`src/rtl/exec_ctx_pkg.sv`:
```
package exec_ctx_pkg;

    typedef enum logic [1:0] {
        MODE_FW  = 2'd0,
        MODE_APP = 2'd1,
        MODE_SYS = 2'd2
    } mode_e;

    typedef struct packed {
        logic rom;
        logic fwram;
        logic guard;
        logic ident;
        logic secret;
        logic trig;
    } region_s;

    localparam int NUM_REGIONS = 6;
    localparam int IDX_ROM     = 0;
    localparam int IDX_FWRAM   = 1;
    localparam int IDX_GUARD   = 2;
    localparam int IDX_IDENT   = 3;
    localparam int IDX_SECRET  = 4;
    localparam int IDX_TRIG    = 5;

    function automatic logic in_window(input logic [31:0] addr,
                                       input logic [31:0] base,
                                       input logic [31:0] size);
        logic [32:0] off;
        off = {1'b0, addr} - {1'b0, base};
        return (addr >= base) && (off < {1'b0, size});
    endfunction

endpackage

```
`src/rtl/exec_ctx_decode.sv`:
```
module exec_ctx_decode
    import exec_ctx_pkg::*;
#(
    parameter int          AW          = 32,
    parameter logic [31:0] ROM_BASE    = 32'h0000_0000,
    parameter logic [31:0] ROM_SIZE    = 32'h0000_2000,
    parameter logic [31:0] FWRAM_BASE  = 32'hD000_0000,
    parameter logic [31:0] FWRAM_SIZE  = 32'h0000_1000,
    parameter logic [31:0] GUARD_SIZE  = 32'h0000_0010,
    parameter logic [31:0] IDENT_BASE  = 32'hC000_0040,
    parameter logic [31:0] IDENT_SIZE  = 32'h0000_0008,
    parameter logic [31:0] SECRET_BASE = 32'hC000_0000,
    parameter logic [31:0] SECRET_SIZE = 32'h0000_0020,
    parameter logic [31:0] TRIG_BASE   = 32'hE100_0000,
    parameter logic [31:0] TRIG_SIZE   = 32'h0100_0000
) (
    input  logic [AW-1:0] addr,
    output region_s       hits
);
    localparam logic [31:0] BASES [NUM_REGIONS] = '{
        ROM_BASE, FWRAM_BASE, FWRAM_BASE, IDENT_BASE, SECRET_BASE, TRIG_BASE
    };
    localparam logic [31:0] SIZES [NUM_REGIONS] = '{
        ROM_SIZE, FWRAM_SIZE, GUARD_SIZE, IDENT_SIZE, SECRET_SIZE, TRIG_SIZE
    };

    logic [NUM_REGIONS-1:0] hit_vec;
    logic [31:0]            addr32;

    assign addr32 = 32'(addr);

    for (genvar i = 0; i < NUM_REGIONS; i++) begin : g_win
        assign hit_vec[i] = in_window(addr32, BASES[i], SIZES[i]);
    end

    always_comb begin
        hits.rom    = hit_vec[IDX_ROM];
        hits.fwram  = hit_vec[IDX_FWRAM];
        hits.guard  = hit_vec[IDX_GUARD];
        hits.ident  = hit_vec[IDX_IDENT];
        hits.secret = hit_vec[IDX_SECRET];
        hits.trig   = hit_vec[IDX_TRIG];
    end

endmodule

```
`src/rtl/exec_ctx_fsm.sv`:
```
module exec_ctx_fsm
    import exec_ctx_pkg::*;
(
    input  logic    clk,
    input  logic    rst,
    input  logic    bus_valid,
    input  logic    bus_write,
    input  logic    bus_instr,
    input  region_s hits,
    input  logic    irq_ack,
    input  logic    irq_return,
    output mode_e   mode,
    output logic    irq_pend
);
    logic trig_wr;
    logic leave_fw;

    assign trig_wr  = bus_valid && bus_write && hits.trig;
    assign leave_fw = bus_valid && bus_instr && !hits.rom;

    always_ff @(posedge clk) begin
        if (rst) begin
            mode     <= MODE_FW;
            irq_pend <= 1'b0;
        end else begin
            if (irq_pend && irq_ack) begin
                irq_pend <= 1'b0;
            end else if (trig_wr && !irq_pend && mode != MODE_SYS) begin
                irq_pend <= 1'b1;
            end

            unique case (mode)
                MODE_FW:  if (leave_fw) mode <= MODE_APP;
                MODE_APP: if (irq_pend && irq_ack) mode <= MODE_SYS;
                MODE_SYS: if (irq_return) mode <= MODE_APP;
                default:  mode <= MODE_APP;
            endcase
        end
    end

    // firmware context is left for good
    p_no_fw_return_r5: assert property (@(posedge clk) disable iff (rst)
        (mode != MODE_FW) |=> (mode != MODE_FW));

    // only the three defined contexts occur
    p_mode_legal_r5: assert property (@(posedge clk) disable iff (rst)
        (mode == MODE_FW) || (mode == MODE_APP) || (mode == MODE_SYS));

    // request holds until acknowledged
    p_irq_hold_r2: assert property (@(posedge clk) disable iff (rst)
        (irq_pend && !irq_ack) |=> irq_pend);

    // no request is raised while in the syscall context
    p_sys_no_irq_r3: assert property (@(posedge clk) disable iff (rst)
        (mode == MODE_SYS && !irq_return) |=> !irq_pend);

endmodule

```
`src/rtl/exec_ctx_guard.sv`:
```
module exec_ctx_guard
    import exec_ctx_pkg::*;
(
    input  logic    clk,
    input  logic    rst,
    input  logic    bus_valid,
    input  logic    bus_write,
    input  logic    bus_instr,
    input  region_s hits,
    input  mode_e   mode,
    output logic    ident_rd_en,
    output logic    secret_rd_en,
    output logic    fault
);
    logic rd;
    logic bad_fetch, bad_ident, bad_secret, bad_ram, bad_stack;
    logic illegal;

    assign rd = bus_valid && !bus_write;

    assign ident_rd_en  = rd && hits.ident  && (mode != MODE_APP);
    assign secret_rd_en = rd && hits.secret && (mode == MODE_FW);

    always_comb begin
        bad_fetch  = bus_valid && bus_instr && hits.rom && (mode == MODE_APP);
        bad_ident  = rd && hits.ident  && (mode == MODE_APP);
        bad_secret = rd && hits.secret && (mode != MODE_FW);
        bad_ram    = bus_valid && hits.fwram && (mode == MODE_APP);
        bad_stack  = bus_valid && hits.guard && (mode != MODE_APP);
        illegal    = bad_fetch || bad_ident || bad_secret || bad_ram || bad_stack;
    end

    always_ff @(posedge clk) begin
        if (rst) begin
            fault <= 1'b0;
        end else if (illegal) begin
            fault <= 1'b1;
        end
    end

    // the fault flag is sticky
    p_fault_sticky_r10: assert property (@(posedge clk) disable iff (rst)
        fault |=> fault);

    // identifier gate never opens in application context
    p_ident_gate_r7: assert property (@(posedge clk) disable iff (rst)
        ident_rd_en |-> (mode != MODE_APP));

    // secret gate opens only in firmware context
    p_secret_gate_r8: assert property (@(posedge clk) disable iff (rst)
        secret_rd_en |-> (mode == MODE_FW));

endmodule

```
`src/rtl/exec_ctx_monitor.sv`:
```
module exec_ctx_monitor
    import exec_ctx_pkg::*;
#(
    parameter int          AW          = 32,
    parameter logic [31:0] ROM_BASE    = 32'h0000_0000,
    parameter logic [31:0] ROM_SIZE    = 32'h0000_2000,
    parameter logic [31:0] FWRAM_BASE  = 32'hD000_0000,
    parameter logic [31:0] FWRAM_SIZE  = 32'h0000_1000,
    parameter logic [31:0] GUARD_SIZE  = 32'h0000_0010,
    parameter logic [31:0] IDENT_BASE  = 32'hC000_0040,
    parameter logic [31:0] IDENT_SIZE  = 32'h0000_0008,
    parameter logic [31:0] SECRET_BASE = 32'hC000_0000,
    parameter logic [31:0] SECRET_SIZE = 32'h0000_0020,
    parameter logic [31:0] TRIG_BASE   = 32'hE100_0000,
    parameter logic [31:0] TRIG_SIZE   = 32'h0100_0000
) (
    input  logic          clk,
    input  logic          rst,
    input  logic          bus_valid,
    input  logic          bus_write,
    input  logic          bus_instr,
    input  logic [AW-1:0] bus_addr,
    input  logic          irq_ack,
    input  logic          irq_return,
    output logic          syscall_irq,
    output logic [1:0]    mode,
    output logic          ident_rd_en,
    output logic          secret_rd_en,
    output logic          fault
);
    region_s hits;
    mode_e   cur_mode;

    exec_ctx_decode #(
        .AW(AW),
        .ROM_BASE(ROM_BASE), .ROM_SIZE(ROM_SIZE),
        .FWRAM_BASE(FWRAM_BASE), .FWRAM_SIZE(FWRAM_SIZE),
        .GUARD_SIZE(GUARD_SIZE),
        .IDENT_BASE(IDENT_BASE), .IDENT_SIZE(IDENT_SIZE),
        .SECRET_BASE(SECRET_BASE), .SECRET_SIZE(SECRET_SIZE),
        .TRIG_BASE(TRIG_BASE), .TRIG_SIZE(TRIG_SIZE)
    ) u_decode (
        .addr(bus_addr),
        .hits(hits)
    );

    exec_ctx_fsm u_fsm (
        .clk(clk), .rst(rst),
        .bus_valid(bus_valid), .bus_write(bus_write), .bus_instr(bus_instr),
        .hits(hits),
        .irq_ack(irq_ack), .irq_return(irq_return),
        .mode(cur_mode), .irq_pend(syscall_irq)
    );

    exec_ctx_guard u_guard (
        .clk(clk), .rst(rst),
        .bus_valid(bus_valid), .bus_write(bus_write), .bus_instr(bus_instr),
        .hits(hits), .mode(cur_mode),
        .ident_rd_en(ident_rd_en), .secret_rd_en(secret_rd_en),
        .fault(fault)
    );

    assign mode = cur_mode;

    // acknowledge clears the request, leaving nothing queued
    p_ack_clears_r3: assert property (@(posedge clk) disable iff (rst)
        (syscall_irq && irq_ack) |=> !syscall_irq);

endmodule

```
`config.mk`:
```
export PLATFORM = sky130hd
export DESIGN_NAME = exec_ctx_monitor
export DESIGN_NICKNAME = d
export VERILOG_FILES = /design/src/rtl/exec_ctx_pkg.sv /design/src/rtl/exec_ctx_decode.sv /design/src/rtl/exec_ctx_fsm.sv /design/src/rtl/exec_ctx_guard.sv /design/src/rtl/exec_ctx_monitor.sv
export SDC_FILE = /design/constraint.sdc
export NUM_CORES = 1
export LEC_CHECK = 0
export BUFFER_PORTS_ARGS = -buffer_cell sky130_fd_sc_hd__buf_2
export CAP_MARGIN = 10
export CORE_AREA = 2 2 52 54
export DETAILED_ROUTE_END_ITERATION = 8
export DIE_AREA = 0 0 54 56
export GPL_TIMING_DRIVEN = 0
export PLACE_DENSITY_LB_ADDON = 0.05
export SLEW_MARGIN = 20
export SYNTH_ARGS = -nofsm -noshare
export SYNTH_HDL_FRONTEND = slang
export SYNTH_SLANG_ARGS = --single-unit
```
`constraint.sdc`:
```
create_clock -name clk -period 2.1 [get_ports clk]
set_clock_uncertainty 0.05 [all_clocks]
set_input_delay 0.105 -clock clk [delete_from_list [all_inputs] [get_ports clk]]
set_output_delay 0.105 -clock clk [all_outputs]
set_load 0.03 [all_outputs]
```
==> metrics.yaml <==
power_and_ir_drop:
  p_per_area_mw_per_mm2: 248
  power.leakage_nw: 0.547
  irDropWorstVdd_mv: 0.420
  power_mw: 0.334
worst_setup_path:
  crit_family: "simple AND/OR/NAND/NOR gates"
  worstPathCellList: "buf_2 > nor4_4 > nand2_2 > or4_1 > a22oi_2 > nand2_1 > nor3_2 > buf_4"
  worstSetupStartpointType: "primary input"
  cp_max_fo: 6
  slowest_delay_ns: 0.50
  critPathArrivalTime_ns: 1.84
  path_buf_inv: 2
  slowest_stage: "or4_1"
  cp-end-kind: "primary output"
  cp.required_ns: 1.95
  path_class: "primary input to primary output"
synth:
  synth-edff-count: 0
  avgSynthCellArea_um2: 7.00
  yosysWarnings: 0
  async_flop_share_pct: 0
  syn_area_um2: 960
  ys_ff_latch: 4
  synth.yosys.seq_area_share_pct: 8.34
  syn_inst: 137
  yosysUniqueCellTypes: 46
  syn_nets: 183
  ys.flop_type: "dfxtp_1"
final_layout:
  syn_to_final_growth_pct: 40.4
  layout.nets: 233
  n_antenna_cell: 0
  final_cell_mix: "buf_2, nor2_1, nand2_1"
  final_common_cell: "buf_2"
  drive_gt1_share_pct: 37.8
  final.fill_count: 249
route:
  vias: 1269
  wl_per_cell_um: 14.7
  dr.pass1.iters: 4
  avgViaCountPerCell: 5.90
  route.detailed.drc: 0
  drtIter0Drc: 24
  wirelength_um: 3160
  drtAntennaViolNets: 0
status:
  outcome: "finished, final reports clean"
global_routing:
  antenna_found_initial: 0
  grt_max_degree: 10
  overflow: 0
  grt_pass1_vias: 1186
  grt_pass1_wl_um: 5100
  track_usage_pct: 21.6
floorplanning:
  io_pins: 45
  initial_core_util_pct: 39.5
  die-area_mm2: 0.00302
  fp-row-count: 18
  die_h_um: 56
  core_mm2: 0.00243
  die_x_um: 54
timing:
  max_slew.worst_pin.slew_ns: 0.487
  finalSetupViolCount: 0
  finalCritPeriodShare_pct: 94.9
  fmax_mhz: 502
  hold_viol: 0
  maxSlewHeadroom_pct: 67.2
  setup_tns_ns: 0
  rsz0062_at_grt: "no"
  final-max-slew-violation-count: 0
  fin_crit_ns: 1.99
clock_network:
  cts_tree: "done"
  clk_pin_slew_ns: 0.04
  root_buffer: "clkbuf_4"
  cts.htree.levels: 1
  cts_sinks: 4
  cts_made_buffers: 3
  clk_latency_ns: 0.23
  cts_buffer_depth: 2
min_path:
  worstHoldPathType: "primary input to flip-flop"
placed_design:
  place_congestion: 0.819
  dp_hpwl_um: 2550
  io_buffers: 43
flow_run:
  drv_cap: 0
==> repair_timing <==
item                                    4_1_cts  5_1_grt
hold endpoints to repair                      0        0
endpoints found under the setup margin        2        2
hold buffers                                  0        0
setup buffers                                 0        2
pin swaps                                     0        3
gates resized for setup                       3       17
==> metal layers <==
| metal | track usage (%) | share of wire (%) | wire length (um) | vias to the layer above |
|---|---|---|---|---|
| li1 | - | - | - | 642 |
| met1 | 26.4 | 42 | 1340 | 587 |
| met2 | 39.2 | 53 | 1670 | 40 |
| met3 | 2.69 | 5.0 | 157 | 0 |
| met4 | 3.57 | 0 | 0 | 0 |
| met5 | 0 | 0 | 0 | - |
==> worst register-to-register path: stages, from the launching register on <==
cell     delay (ns)
dfxtp_1        0.48
nor2b_1        0.18
a31o_2         0.26
and4_1         0.20
a211o_1        0.28
==> registers in the layout, indices dropped and copies added, names as in the netlist <==
name / flops
u_guard.fault: 1
u_fsm.mode: 2
u_fsm.irq_pend: 1
==> metrics by stage <==
step / util (%) / setup slack (ns) / hold WS [ns] / instance area (um2) / std cells
final: 55.4 / 0.106 / 0.0437 / 1350 / 215
after global routing: 55.4 / 0.00125 / 0.0740 / 1350 / 215
after CTS: 51.8 / 0.0208 / 0.0367 / 1260 / 213
after detailed placement: 50.3 / -0.147 / 0.279 / 1220 / 210
after global placement: 50.3 / -0.114 / 0.288 / 1220 / 210
after floorplan: - / 0.0117 / 0.127 / 971 / 137
==> path summary, 6_finish.rpt <==
kind | depth (start not counted) | to | start | slack (ns)
max reg2reg | 4 | u_guard.fault | u_fsm.mode[1] | 0.53
min | 2 | u_fsm.mode[1] | rst | 0.04
max | 8 | ident_rd_en | bus_addr[7] | 0.11
min reg2reg | 1 | u_fsm.mode[0] | u_fsm.irq_pend | 0.48
==> where the power goes <==
part | total, mW | switching, mW | internal (mW) | leakage, nW
Combinational | 0.162 | 0.0954 | 0.0666 | 0.501
Sequential | 0.0799 | 0.00204 | 0.0778 | 0.0324
Clock | 0.0920 | 0.0283 | 0.0637 | 0.0138
Total | 0.334 | 0.126 | 0.208 | 0.547
==> final cells by class <==
class / instances / area, um2 / area share, %
Tap cell: 30 / 37.5 / 2.79
Timing Repair Buffer: 45 / 239 / 17.7
Inverter: 7 / 26.3 / 1.95
Sequential cell: 4 / 80.1 / 5.94
Clock buffer: 3 / 22.5 / 1.67
Multi-Input combinational cell: 125 / 938 / 69.6
Buffer: 1 / 3.75 / 0.279
==> Yosys cell counts, drive strengths merged, types with 4 or more instances <==
cell / n / share of area (%)
nor2: 20 / 7.8
nor3: 11 / 6.3
nand2: 9 / 3.8
nor4: 9 / 8.1
ha: 7 / 9.1
inv: 7 / 2.7
nand3: 6 / 3.1
nand4: 5 / 3.3
nor2b: 5 / 3.3
o21ai: 5 / 2.6
dfxtp: 4 / 8.3
nand4b: 4 / 3.7
xnor2: 4 / 3.7
==> cells by family after synthesis <==
logic type / count (synthesis) / share of synthesized area [%]
compound gates: 25 / 18.9
xor+xnor: 5 / 4.56
fa+ha+maj: 7 / 9.13
buf+inv: 8 / 3.13
flops: 4 / 8.34
mux: 2 / 2.22
simple gates: 86 / 53.7
Note: power is estimated with default switching activity, not from simulation.
